<file path="config.mk">
export PLATFORM = sky130hd
export DESIGN_NAME = sdram_host_adapter
export DESIGN_NICKNAME = d
export VERILOG_FILES = /design/src/rtl/sha_pkg.sv /design/src/rtl/sha_addr_split.sv /design/src/rtl/sha_lane_sel.sv /design/src/rtl/sha_lane_steer.sv /design/src/rtl/sdram_host_adapter.sv
export SDC_FILE = /design/constraint.sdc
export NUM_CORES = 1
export LEC_CHECK = 0
export ABC_AREA = 0
export CAP_MARGIN = 30
export CORE_MARGIN = 2
export CORE_UTILIZATION = 65
export DETAILED_ROUTE_END_ITERATION = 10
export DONT_BUFFER_PORTS = 1
export PLACE_DENSITY = 0.87
export SETUP_SLACK_MARGIN = 0.5
export SYNTH_ARGS = -nofsm -noshare
export SYNTH_HDL_FRONTEND = slang
export SYNTH_SLANG_ARGS = --single-unit
</file>
<file path="constraint.sdc">
create_clock -name clk -period 4.8 [get_ports clk]
set_input_delay 0.96 -clock clk [delete_from_list [all_inputs] [get_ports clk]]
set_output_delay 0.96 -clock clk [all_outputs]
set_load 0.02 [all_outputs]
</file>
<file path="src/rtl/sha_pkg.sv">
package sha_pkg;

    typedef enum logic [1:0] {
        ST_IDLE   = 2'd0,
        ST_ACTIVE = 2'd1,
        ST_HOLD   = 2'd2
    } sha_state_e;

    // Size encoding seen on the host bus; code 3 falls into the word branch.
    localparam logic [1:0] SZ_WORD = 2'd0;
    localparam logic [1:0] SZ_BYTE = 2'd1;
    localparam logic [1:0] SZ_HALF = 2'd2;

endpackage

</file>
<file path="src/rtl/sha_addr_split.sv">
module sha_addr_split #(
    parameter int LANE_W = 2,
    parameter int COL_W  = 8,
    parameter int ROW_W  = 11,
    parameter int BANK_W = 2,
    localparam int ADDR_W = LANE_W + COL_W + ROW_W + BANK_W
) (
    input  logic [ADDR_W-1:0] addr,
    output logic [LANE_W-1:0] lane,
    output logic [COL_W-1:0]  col,
    output logic [ROW_W-1:0]  row,
    output logic [BANK_W-1:0] bank
);
    assign lane = addr[LANE_W-1:0];
    assign col  = addr[LANE_W +: COL_W];
    assign row  = addr[LANE_W+COL_W +: ROW_W];
    assign bank = addr[ADDR_W-1 -: BANK_W];
endmodule

</file>
<file path="src/rtl/sha_lane_sel.sv">
module sha_lane_sel
    import sha_pkg::*;
#(
    parameter int LANES  = 4,
    parameter int LANE_W = 2
) (
    input  logic [1:0]        size,
    input  logic [LANE_W-1:0] lane,
    output logic [LANE_W-1:0] off,
    output logic [LANES-1:0]  en
);
    logic [LANE_W:0] nbytes;

    always_comb begin
        case (size)
            SZ_BYTE: begin
                off    = lane;
                nbytes = (LANE_W+1)'(1);
            end
            SZ_HALF: begin
                off    = {lane[LANE_W-1:1], 1'b0};
                nbytes = (LANE_W+1)'(2);
            end
            default: begin
                off    = '0;
                nbytes = (LANE_W+1)'(LANES);
            end
        endcase
    end

    for (genvar g = 0; g < LANES; g++) begin : g_en
        assign en[g] = (32'(g) >= 32'(off)) && (32'(g) < 32'(off) + 32'(nbytes));
    end
endmodule

</file>
<file path="src/rtl/sha_lane_steer.sv">
module sha_lane_steer #(
    parameter int DATA_W    = 32,
    parameter int LANES     = 4,
    parameter int LANE_W    = 2,
    parameter bit ALIGN_LOW = 1'b1,
    parameter bit TO_MEM    = 1'b1
) (
    input  logic [DATA_W-1:0] din,
    input  logic [LANE_W-1:0] off,
    input  logic [LANES-1:0]  en,
    output logic [DATA_W-1:0] dout
);
    logic [DATA_W-1:0]   bitmask;
    logic [LANE_W+2:0]   shamt;

    assign shamt = {off, 3'b000};

    for (genvar g = 0; g < LANES; g++) begin : g_bm
        assign bitmask[g*8 +: 8] = {8{en[g]}};
    end

    if (!ALIGN_LOW) begin : g_natural
        assign dout = din & bitmask;
    end else if (TO_MEM) begin : g_align_wr
        assign dout = (din << shamt) & bitmask;
    end else begin : g_align_rd
        assign dout = (din & bitmask) >> shamt;
    end
endmodule

</file>
<file path="src/rtl/sdram_host_adapter.sv">
module sdram_host_adapter
    import sha_pkg::*;
#(
    parameter int DATA_W    = 32,
    parameter int COL_W     = 8,
    parameter int ROW_W     = 11,
    parameter int BANK_W    = 2,
    parameter bit ALIGN_LOW = 1'b1,
    localparam int LANES  = DATA_W / 8,
    localparam int LANE_W = $clog2(LANES),
    localparam int ADDR_W = LANE_W + COL_W + ROW_W + BANK_W
) (
    input  logic              clk,
    input  logic              rst_n,
    input  logic              host_cs_n,
    input  logic              host_rd_n,
    input  logic              host_wr_n,
    input  logic              host_mset_n,
    input  logic [1:0]        host_size,
    input  logic [ADDR_W-1:0] host_addr,
    input  logic [DATA_W-1:0] host_wdata,
    output logic [DATA_W-1:0] host_rdata,
    output logic              host_busy_n,
    output logic              seq_req,
    output logic              seq_write,
    output logic              seq_mode,
    input  logic              seq_ack,
    output logic [BANK_W-1:0] mem_bank,
    output logic [ROW_W-1:0]  mem_row,
    output logic [COL_W-1:0]  mem_col,
    output logic [LANES-1:0]  mem_mask,
    output logic [DATA_W-1:0] mem_wdata,
    input  logic [DATA_W-1:0] mem_rdata
);
    typedef struct packed {
        sha_state_e          st;
        logic                busy_n;
        logic                req;
        logic                write;
        logic                mode;
        logic [1:0]          size;
        logic [LANE_W-1:0]   lane;
        logic [BANK_W-1:0]   bank;
        logic [ROW_W-1:0]    row;
        logic [COL_W-1:0]    col;
        logic [LANES-1:0]    mask;
        logic [DATA_W-1:0]   wdata;
        logic [DATA_W-1:0]   rdata;
    } regs_t;

    regs_t r_d, r_q;

    logic [LANE_W-1:0] a_lane;
    logic [COL_W-1:0]  a_col;
    logic [ROW_W-1:0]  a_row;
    logic [BANK_W-1:0] a_bank;
    logic [LANE_W-1:0] wr_off, rd_off;
    logic [LANES-1:0]  wr_en, rd_en;
    logic [DATA_W-1:0] wr_steered, rd_steered;
    logic              strobe;

    sha_addr_split #(
        .LANE_W(LANE_W), .COL_W(COL_W), .ROW_W(ROW_W), .BANK_W(BANK_W)
    ) u_split (
        .addr(host_addr), .lane(a_lane), .col(a_col), .row(a_row), .bank(a_bank)
    );

    // Live selection for the request being accepted.
    sha_lane_sel #(.LANES(LANES), .LANE_W(LANE_W)) u_sel_wr (
        .size(host_size), .lane(a_lane), .off(wr_off), .en(wr_en)
    );

    // Latched selection for returning read data.
    sha_lane_sel #(.LANES(LANES), .LANE_W(LANE_W)) u_sel_rd (
        .size(r_q.size), .lane(r_q.lane), .off(rd_off), .en(rd_en)
    );

    sha_lane_steer #(
        .DATA_W(DATA_W), .LANES(LANES), .LANE_W(LANE_W),
        .ALIGN_LOW(ALIGN_LOW), .TO_MEM(1'b1)
    ) u_steer_wr (
        .din(host_wdata), .off(wr_off), .en(wr_en), .dout(wr_steered)
    );

    sha_lane_steer #(
        .DATA_W(DATA_W), .LANES(LANES), .LANE_W(LANE_W),
        .ALIGN_LOW(ALIGN_LOW), .TO_MEM(1'b0)
    ) u_steer_rd (
        .din(mem_rdata), .off(rd_off), .en(rd_en), .dout(rd_steered)
    );

    assign strobe = !host_cs_n && (!host_rd_n || !host_wr_n);

    always_comb begin
        r_d = r_q;
        case (r_q.st)
            ST_IDLE: begin
                if (strobe) begin
                    r_d.st     = ST_ACTIVE;
                    r_d.busy_n = 1'b0;
                    r_d.req    = 1'b1;
                    r_d.write  = !host_wr_n;
                    r_d.mode   = !host_wr_n && !host_mset_n;
                    r_d.size   = host_size;
                    r_d.lane   = a_lane;
                    if (!host_wr_n && !host_mset_n) begin
                        r_d.bank  = '0;
                        r_d.row   = host_wdata[ROW_W-1:0];
                        r_d.col   = '0;
                        r_d.mask  = '1;
                        r_d.wdata = '0;
                    end else begin
                        r_d.bank  = a_bank;
                        r_d.row   = a_row;
                        r_d.col   = a_col;
                        r_d.mask  = ~wr_en;
                        r_d.wdata = wr_steered;
                    end
                end
            end
            ST_ACTIVE: begin
                if (seq_ack) begin
                    r_d.st     = ST_HOLD;
                    r_d.busy_n = 1'b1;
                    r_d.req    = 1'b0;
                    if (!r_q.write) begin
                        r_d.rdata = rd_steered;
                    end
                end
            end
            default: begin
                if (!strobe) begin
                    r_d.st = ST_IDLE;
                end
            end
        endcase
    end

    always_ff @(posedge clk or negedge rst_n) begin
        if (!rst_n) begin
            r_q        <= '0;
            r_q.busy_n <= 1'b1;
        end else begin
            r_q <= r_d;
        end
    end

    assign host_rdata  = r_q.rdata;
    assign host_busy_n = r_q.busy_n;
    assign seq_req     = r_q.req;
    assign seq_write   = r_q.write;
    assign seq_mode    = r_q.mode;
    assign mem_bank    = r_q.bank;
    assign mem_row     = r_q.row;
    assign mem_col     = r_q.col;
    assign mem_mask    = r_q.mask;
    assign mem_wdata   = r_q.wdata;
endmodule

</file>
==> summary.txt, run 1 <==
Post-DR wirelength/cell -> 21.1 microns
Routed Antenna Nets -> 0
Minimum clock period -> 3520 ps
Most used DFF post-synth -> dfrtp_1
Initial antenna violation count -> 0
Crit path launch -> host_size[0]
Post-cts resize count -> 0
Combinational fraction of design power -> 28.8%
Top cells by area, synth -> dfrtp_1, buf_4, nand2_1
GRT Util Overall -> 27.7%
Starting density of the core -> 67.9%
Vias -> 4101
P_leak -> 2.35 nW
Pwr dens -> 643 nW/um^2
Mapped Cells -> 603
Floorplan die width -> 97.1 microns
Drt via density -> 6.69
Power share of the clock group -> 15.0%
RSZ-0062 raised after global routing -> no
Largest stage delay, worst path -> 600 ps
Later-pin clock latency in the skew report -> 350 ps
Register area share after synthesis -> 44.0%
Sw Share -> 44.8%
Mapped Nets -> 711
Syn Area/Cell -> 9.34 sq um
Reg2reg start -> r_q[91]
CP Max Fanout -> 13
Crit path kind -> in2reg
Setup Buffers After CTS -> 0
Top-count cell post-synth -> nand2_1
Setup crit end kind -> flip-flop
Slowest-stage cell, CP -> nor2_1
Min-delay worst type -> in2async
Io pins -> 189
# rows -> 33
Worst EP required -> 5090 ps
Most frequent cells after synthesis -> nand2_1, dfrtp_1, buf_4
Post-synth ARST share -> 100%
Pwr Total -> 3.35 mW
Placer Congestion -> 0.899
Detail Placement HPWL -> 9.31 mm
Crit path cell chain -> inv_1 > ha_1 > nand3b_1 > inv_1 > ha_1 > inv_1 > fa_1 > mux2_2 > nor2_1 > a32o_1
H-tree levels -> 3
Sw Pwr -> 1.50 mW
Synth cell types -> 57
Most frequent CP cell -> inv_1
Worst-margin pin slew -> 1070 ps
VDD IR-drop max -> 0.302 mV
Clock sinks -> 99
Sequential Power Share -> 56.2%
Worst setup SP type -> primary input
Setup violators final -> 0
DIE AREA -> 9420 sq um
Total inserted antenna cells -> 0
Clock Path Buffers -> 2
Syn Std Cell Area -> 5630 sq um
Clk pin slew, worst setup/hold paths -> 90 ps
Area Overhead vs Synth -> -7.44%
Routed WL -> 12.9 mm
Setup WS post-layout -> 1280 ps
Setup TNS -> 0 ps
Internal power -> 1.85 mW
Largest net degree at the start of global routing -> 100
CP Buf/Inv Count -> 3
Congestion Overflow GR -> 0
Global-route wire length before repair -> 21.1 mm
Slew HR -> 28.2%
CTS Buf Count -> 9
Nets -> 612
Worst slack, placed -> 929 ps
1st-iter DRT viols -> 328
Clock Root Buffer -> clkbuf_8
DRC -> 0
Core Area -> 8300 sq um
Fin Clk Skew -> 7.55 ps
Max Cap Viol -> 0
Area share of the largest cell type after synthesis -> 43.5%
Largest area contributor in the netlist -> dfrtp_1
Status -> finished clean
CTS tree -> yes
Final Hold Fails -> 0
Hold Buf Count CTS -> 0
Layout cells sized above 1 -> 7.48%
Data arrival, critical path -> 3810 ps
Vias in the first global route -> 4110
Register bit count reported by yosys -> 99
Port Buffer Count -> 0
Tcrit/Tclk final -> 73.3%
Total iterations of the first detailed-routing run -> 8
Final Max Slew Viols -> 0
Die height -> 97.1 microns
Top achievable clock speed -> 284 MHz
Critical path's top delay family -> adder cells
Number of synthesized flops with an enable pin -> 0
Yosys warning count -> 0
[path summary, 6_finish.rpt]
kind / endpoint / slack (ps) / depth (start not counted)
worst min-delay path: host_rdata[30] / 290 / 0
worst max-delay path: mem_wdata[27] / 1280 / 10
worst max register to register: host_rdata[16] / 1310 / 10
max in group asynchronous: host_busy_n / 4260 / 0
min in group clk: host_busy_n / 530 / 2
worst min register to register: host_busy_n / 530 / 2
[layer usage]
metal  wire length (microns)  global-route usage, %  vias up
met5                       0                      0        -
met4                     422                   13.8        0
met3                    1690                   10.1       46
met2                    6120                   43.6      290
met1                    4670                   33.7     1947
li1                        -                      -     1818
[layout by cell type (no fill, tap or decap), types with 3 or more instances in the layout]
master and n:
a21oi_1 6, a221o_1 15, a221oi_1 4, a22o_1 16, a22oi_1 8, a2bb2oi_1 8
a31oi_1 12, a32o_1 8, and2_1 10, buf_4 4, clkbuf_1 4, clkbuf_8 9
dfrtp_1 98, ha_1 10, inv_1 10, mux2i_1 8, nand2_1 120, nand3_1 27
nand3b_1 4, nor2_1 33, nor2b_1 3, nor3_1 5, o211ai_1 8, o21ai_0 21
o22ai_1 8, o31ai_1 8
[logic make-up after synthesis]
| logic type | synth area share [%] |
|---|---|
| simple gates | 18.0 |
| flops | 44.0 |
| mux | 1.62 |
| buf+inv | 14.9 |
| compound gates | 18.3 |
| xor+xnor | 0.156 |
| fa+ha+maj | 2.93 |
[power by group through the flow]
| stage | logic, mW | registers [mW] | clock network, mW |
|---|---|---|---|
| after global placement | 0.906 | 1.89 | 0 |
| final | 0.966 | 1.88 | 0.505 |
| after CTS | 0.953 | 1.89 | 0.517 |
| after detailed placement | 0.955 | 1.90 | 0 |
| after global routing | 1.08 | 1.93 | 0.552 |
| after floorplan | 1.68 | 1.37 | 0 |
[sequential cells by signal, summed over array words and instances, names as in the netlist]
name,flops
seq_req,1
mem_row,11
seq_write,1
mem_col,8
mem_mask,4
r_q,6
host_busy_n,1
mem_wdata,32
host_rdata,32
mem_bank,2
seq_mode,1
[through the flow]
stage	instances	utilization [%]	instance area, sq um	hold slack [ps]
2_1_floorplan	603	-	5630	440
3_3_place_gp	594	60.2	5000	502
3_5_place_dp	595	60.3	5000	523
4_1_cts	610	62.4	5180	272
5_1_grt	613	62.8	5210	262
6_report	613	62.8	5210	294
[final cells by class]
class,instances,area [sq um]
fill,666,3090
inverter,12,47.5
sequential,99,2480
multi-input combinational,374,2310
tap,105,131
clock buffer,13,139
timing repair buffer,8,66.3
clock inverter,2,37.5
No activity file was read; power rests on OpenSTA's default activity.
==> run 2: changes to the inputs <==
--- a/config.mk
+++ b/config.mk
@@ -8,10 +8,10 @@
 export ABC_AREA = 0
 export CAP_MARGIN = 30
 export CORE_MARGIN = 2
-export CORE_UTILIZATION = 65
+export CORE_UTILIZATION = 58
 export DETAILED_ROUTE_END_ITERATION = 10
 export DONT_BUFFER_PORTS = 1
-export PLACE_DENSITY = 0.87
+export PLACE_DENSITY = 0.82
 export SETUP_SLACK_MARGIN = 0.5
 export SYNTH_ARGS = -nofsm -noshare
 export SYNTH_HDL_FRONTEND = slang
==> constraint.sdc (replaced) <==
create_clock -name clk -period 3.15 [get_ports clk]
set_input_delay 0.63 -clock clk [delete_from_list [all_inputs] [get_ports clk]]
set_output_delay 0.63 -clock clk [all_outputs]
set_load 0.02 [all_outputs]
==> run 2 against run 1 <==
  * The flow now finishes with violations (hold timing)
  * First-iteration DRC count shrank 30%
  * Core utilization is 1.5 points lower
  * Sequential share of layout area down 4.2 points
  * Clock skew increased by 4.9 ps
  * Non-clock buffer count grew 26
  * Sequential power is 53% higher
  * Combinational power is 110% higher
  * Worst hold slack worse by 340 ps
  * Wire length grew 13%
  * Largest power group unchanged
  * Highest routed layer unchanged
==> summary.txt, run 2 (synthesized netlist as in run 1, its figures left out) <==
P_leak -> 2.53 nW
CP Buf/Inv Count -> 2
DRT met1 WL -> 5.12 mm
Top Layer Used -> met4
Clock sinks -> 99
Area Overhead vs Synth -> 1.56%
Commonest non-fill, non-tap cells in the layout -> nand2_1, dfrtp_1, nor2_1
Top achievable clock speed -> 367 MHz
Largest net degree at the start of global routing -> 100
CP Max Fanout -> 5
Worst EP required -> 3450 ps
Later-pin clock latency in the skew report -> 360 ps
Nets -> 638
Final Max Slew Viols -> 0
# rows -> 35
Crit path cell chain -> ha_4 > nand3b_4 > inv_4 > ha_4 > fa_2 > nand2_2 > a311oi_4 > nor3b_4 > buf_6 > a221o_1
Worst reg-to-reg setup slack -> 420 ps
Fin Clk Skew -> 12.5 ps
Fillers -> 779
Congestion Overflow GR -> 0
GRT Util Overall -> 27.3%
Min-delay worst type -> in2async
Setup violators final -> 0
Largest stage delay, worst path -> 590 ps
Tcrit/Tclk final -> 86.5%
Minimum clock period -> 2730 ps
Io pins -> 189
Worst-margin pin slew -> 1300 ps
Vias -> 4216
Commonest non-fill, non-tap cell in the layout -> nand2_1
Reg2reg start -> r_q[92]
Final Hold Fails -> 98
CTS Buf Count -> 9
Worst R2R End -> host_rdata[17]
Total inserted antenna cells -> 0
Max Cap Viol -> 0
Routed WL -> 14.6 mm
Clk pin slew, worst setup/hold paths -> 100 ps
Final hold slack -> -51.0 ps
Starting density of the core -> 60.4%
Critical path's top delay family -> adder cells
Detail Placement HPWL -> 10.3 mm
Most frequent CP cell -> ha_4
Layout cells sized above 1 -> 18.3%
Post-DR wirelength/cell -> 21.9 microns
1st-iter DRT viols -> 230
RSZ-0062 raised after global routing -> yes
VDD IR-drop max -> 0.485 mV
DR WL met2 -> 7.60 mm
Reg2Reg Depth -> 10
Vias in the first global route -> 4305
Data arrival, critical path -> 3030 ps
Status -> complete, but fails checks
Clock Path Buffers -> 2
Total iterations of the first detailed-routing run -> 7
Die height -> 103 microns
DIE AREA -> 10500 sq um
Floorplan die width -> 103 microns
DRC -> 0
Routed Antenna Nets -> 0
Initial antenna violation count -> 0
Slew HR -> 13.4%
Setup crit end kind -> flip-flop
Setup TNS -> 0 ps
Port Buffer Count -> 0
Clock Root Buffer -> clkbuf_8
Core Area -> 9330 sq um
Crit path kind -> reg2reg
Worst setup SP type -> flip-flop
Failing checks -> hold timing
Slowest-stage cell, CP -> fa_2
WL met3 -> 1.58 mm
Placer Congestion -> 0.854
Global-route wire length before repair -> 22.2 mm
H-tree levels -> 3
Pwr dens -> 1020 nW/um^2
CTS tree -> yes
Drt via density -> 6.35
[run 2: changes by cell type in the layout (fill, tap and decap cells not counted), sizes merged]
cell / before / now
clkinv: 0 / 1
buf: 7 / 33
bufinv: 1 / 2
clkbuf: 14 / 11
inv: 12 / 14
[run 2: stage by stage]
stage                     area (sq um)  total power, mW  instances  setup WS (ps)  util, %
after floorplan                   5720             4.69        603            264        -
after global placement            5180             4.36        628            227     55.5
after detailed placement          5180             4.45        628            105     55.5
after CTS                         5570             5.57        656            455     59.7
after global routing              5720             6.18        664            295     61.3
final                             5720             5.83        664            425     61.3
[run 2: worst reg2reg max path, cell delays in order, from the launching register on]
cell and delay, ps:
dfrtp_1 440, ha_4 300, nand3b_4 130, inv_4 40, ha_4 160, fa_2 590
nand2_2 80, a311oi_4 330, nor3b_4 300, buf_6 160, a221o_1 140
[run 2: layout make-up]
class,count,area [sq um],share of cell area (%)
clock buffer,10,138,2.41
clock inverter,6,96.3,1.68
inverter,12,55.1,0.963
multi-input combinational,374,2510,44.0
sequential,99,2480,43.3
tap,129,161,2.82
timing repair buffer,34,275,4.81
[run 2: how the worst max path moves through the flow]
stage / from / end / cells past startpoint / slack, ps
floorplan: host_size[1] / mem_wdata[20] / 11 / 260
global placement: r_q[92] / host_rdata[10] / 8 / 230
detailed placement: r_q[92] / host_rdata[11] / 8 / 100
CTS: r_q[92] / host_rdata[23] / 10 / 450
global route: r_q[92] / host_rdata[16] / 10 / 290
finish: r_q[92] / host_rdata[17] / 10 / 420
[run 2: layer usage]
| metal | vias to the layer above | GRT usage (%) |
|---|---|---|
| met3 | 25 | 9.15 |
| li1 | 1883 | - |
| met4 | 0 | 10.5 |
| met1 | 2038 | 30.5 |
| met5 | - | 0 |
| met2 | 270 | 48.2 |
[run 2: where the power goes]
part           internal, mW  switching (mW)  total [mW]
clock                 0.479           0.470       0.949
combinational         0.968            1.04        2.01
sequential             1.80            1.07        2.88
[run 2: repair_timing]
| action | 4_1_cts | 5_1_grt |
|---|---|---|
| endpoints found under the setup margin | 32 | 25 |
| setup buffers | 12 | 7 |
| gates resized for setup | 15 | 19 |
| pin swaps | 15 | 14 |
| endpoints found under the hold margin | 98 | 98 |
==> run 3: changes to the inputs <==
--- a/config.mk
+++ b/config.mk
@@ -8,10 +8,10 @@
 export ABC_AREA = 0
 export CAP_MARGIN = 30
 export CORE_MARGIN = 2
-export CORE_UTILIZATION = 58
+export CORE_UTILIZATION = 64
 export DETAILED_ROUTE_END_ITERATION = 10
 export DONT_BUFFER_PORTS = 1
-export PLACE_DENSITY = 0.82
+export PLACE_DENSITY = 0.86
 export SETUP_SLACK_MARGIN = 0.5
 export SYNTH_ARGS = -nofsm -noshare
 export SYNTH_HDL_FRONTEND = slang
==> constraint.sdc (replaced) <==
create_clock -name clk -period 3.07 [get_ports clk]
set_input_delay 0.614 -clock clk [delete_from_list [all_inputs] [get_ports clk]]
set_output_delay 0.614 -clock clk [all_outputs]
set_load 0.02 [all_outputs]
==> run 3 against run 2 <==
  * The run still ends with hold timing left
  * Worst setup slack worse by 38 ps
  * Critical path depth unchanged
  * First-iteration DRC count down 27%
  * Die area down 9.0%
  * Wire length down 5.4%
  * Design area down 4.2%
  * Non-clock buffer count down 10
  * Combinational power down 12%
  * Critical path type unchanged
  * Highest routed layer unchanged
==> summary.txt, run 3 (synthesized netlist as in run 1, its figures left out) <==
Sw Share -> 45.3%
Design area -> 5480 sq um
Placer Congestion -> 0.993
Area Overhead vs Synth -> -2.75%
Initial antenna violation count -> 0
Sw Pwr -> 2.49 mW
Congestion Overflow GR -> 0
Reg2Reg Depth -> 10
Post-DR wirelength/cell -> 21.8 microns
Reg2reg start -> r_q[92]
Vias -> 4148
Worst reg-to-reg setup slack -> 390 ps
Fin Clk Skew -> 15.0 ps
Final hold slack -> -66.2 ps
Final Max Slew Viols -> 0
CP Max Fanout -> 7
Setup crit end kind -> flip-flop
Crit path cell chain -> ha_4 > nand3b_4 > inv_4 > ha_4 > fa_2 > a211oi_2 > a311oi_4 > nor3b_4 > buf_6 > a221o_1
CP endpoint -> host_rdata[17]
RSZ-0062 raised after global routing -> yes
GRT Util Overall -> 29.1%
H-tree levels -> 3
Placed Cells -> 607
Worst slack, placed -> -53.5 ps
Routed Antenna Nets -> 0
Later-pin clock latency in the skew report -> 360 ps
Placed cell areas -> 5160 sq um
Clock sinks -> 99
Die height -> 97.8 microns
Slowest-stage cell, CP -> fa_2
Clk pin slew, worst setup/hold paths -> 100 ps
Worst R2R End -> host_rdata[17]
Fillers -> 711
Util after Layout -> 63.4%
Worst EP required -> 3310 ps
P_leak -> 2.44 nW
Worst-margin pin slew -> 856 ps
Layout cells sized above 1 -> 14.9%
Setup violators final -> 0
Pwr dens -> 1000 nW/um^2
Final Non-Filler Cells -> 633
Max Cap Viol -> 0
FF/Latch Area -> 2480 sq um
Clock Path Buffers -> 2
Commonest non-fill, non-tap cell in the layout -> nand2_1
Status -> complete, but fails checks
Starting density of the core -> 65.2%
Total iterations of the first detailed-routing run -> 5
Data arrival, critical path -> 2920 ps
Tcrit/Tclk final -> 87.4%
Io pins -> 189
Vias in the first global route -> 4217
CTS Buf Count -> 9
Largest net degree at the start of global routing -> 100
1st-iter DRT viols -> 169
Minimum clock period -> 2680 ps
Final Hold Fails -> 98
Setup WS post-layout -> 386 ps
Slew HR -> 42.9%
Nets -> 628
CTS tree -> yes
Drt via density -> 6.55
Internal power -> 3.01 mW
Failing checks -> hold timing
Worst setup SP type -> flip-flop
Footprint of the multi-input gates -> 2440 sq um
Crit path launch -> r_q[92]
Crit path kind -> reg2reg
Min-delay worst type -> in2async
Total inserted antenna cells -> 0
# rows -> 34
Largest stage delay, worst path -> 490 ps
Setup TNS -> 0 ps
Top achievable clock speed -> 373 MHz
Combinational fraction of design power -> 32.2%
Routed WL -> 13.8 mm
Floorplan die width -> 97.8 microns
VDD IR-drop max -> 0.447 mV
Clock Root Buffer -> clkbuf_8
Most frequent CP cell -> ha_4
DRC -> 0
Port Buffer Count -> 0
Pwr Total -> 5.49 mW
Global-route wire length before repair -> 22.2 mm
Detail Placement HPWL -> 10.1 mm
Commonest non-fill, non-tap cells in the layout -> nand2_1, dfrtp_1, nor2_1
Power share of the clock group -> 14.2%
Core Area -> 8640 sq um
Sequential Power Share -> 53.6%
DIE AREA -> 9570 sq um
-- run 3: cell types whose count changed in the layout (fill, tap and decap cells not counted), sizes merged --
cell and change:
buf -9, bufinv -2, clkinv +1, clkinvlp +1, inv -1
-- run 3: layout make-up --
| cell class | instances | area share (%) |
|---|---|---|
| Clock buffer | 11 | 2.58 |
| Clock inverter | 5 | 0.685 |
| Inverter | 12 | 0.960 |
| Multi-Input combinational cell | 374 | 44.6 |
| Sequential cell | 99 | 45.3 |
| Tap cell | 108 | 2.47 |
| Timing Repair Buffer | 24 | 3.45 |
-- run 3: critical path: cells and delay by family, from the launching register on --
kind,cells,cell delay [ps]
adder cells (fa/ha/maj),3,940
flip-flops,1,440
AO/OA/AOI/OAI,3,680
buffers and inverters,2,180
AND/OR/NAND/NOR,2,320
-- run 3: how the worst min path moves through the flow --
stage / cells after the start / startpoint / endpoint
after CTS: 0 / rst_n / seq_write
after detailed placement: 0 / rst_n / host_rdata[21]
final: 0 / rst_n / host_rdata[21]
after floorplan: 0 / rst_n / host_rdata[0]
after global placement: 0 / rst_n / host_rdata[29]
after global routing: 0 / rst_n / host_rdata[24]
-- run 3: timing repair --
action                                  4_1_cts  5_1_grt
endpoints found under the setup margin       32       31
gates resized for setup                      13        2
setup buffers                                10        0
endpoints found under the hold margin        98       98
pin swaps                                    14        3
-- run 3: power groups by stage --
stage / clock network [mW] / registers [mW] / logic [mW]
floorplan: 0 / 2.14 / 2.68
global placement: 0 / 2.94 / 1.52
detailed placement: 0 / 2.96 / 1.61
CTS: 0.789 / 2.95 / 1.75
global route: 0.847 / 3.01 / 1.96
finish: 0.779 / 2.94 / 1.77
-- run 3: routing by layer --
metal,vias up,GRT usage (%),routed length (microns)
met2,205,50.3,7110
met5,-,0,0
met3,23,10.2,1310
met4,0,10.1,264
met1,2052,33.8,5090
li1,1868,-,-
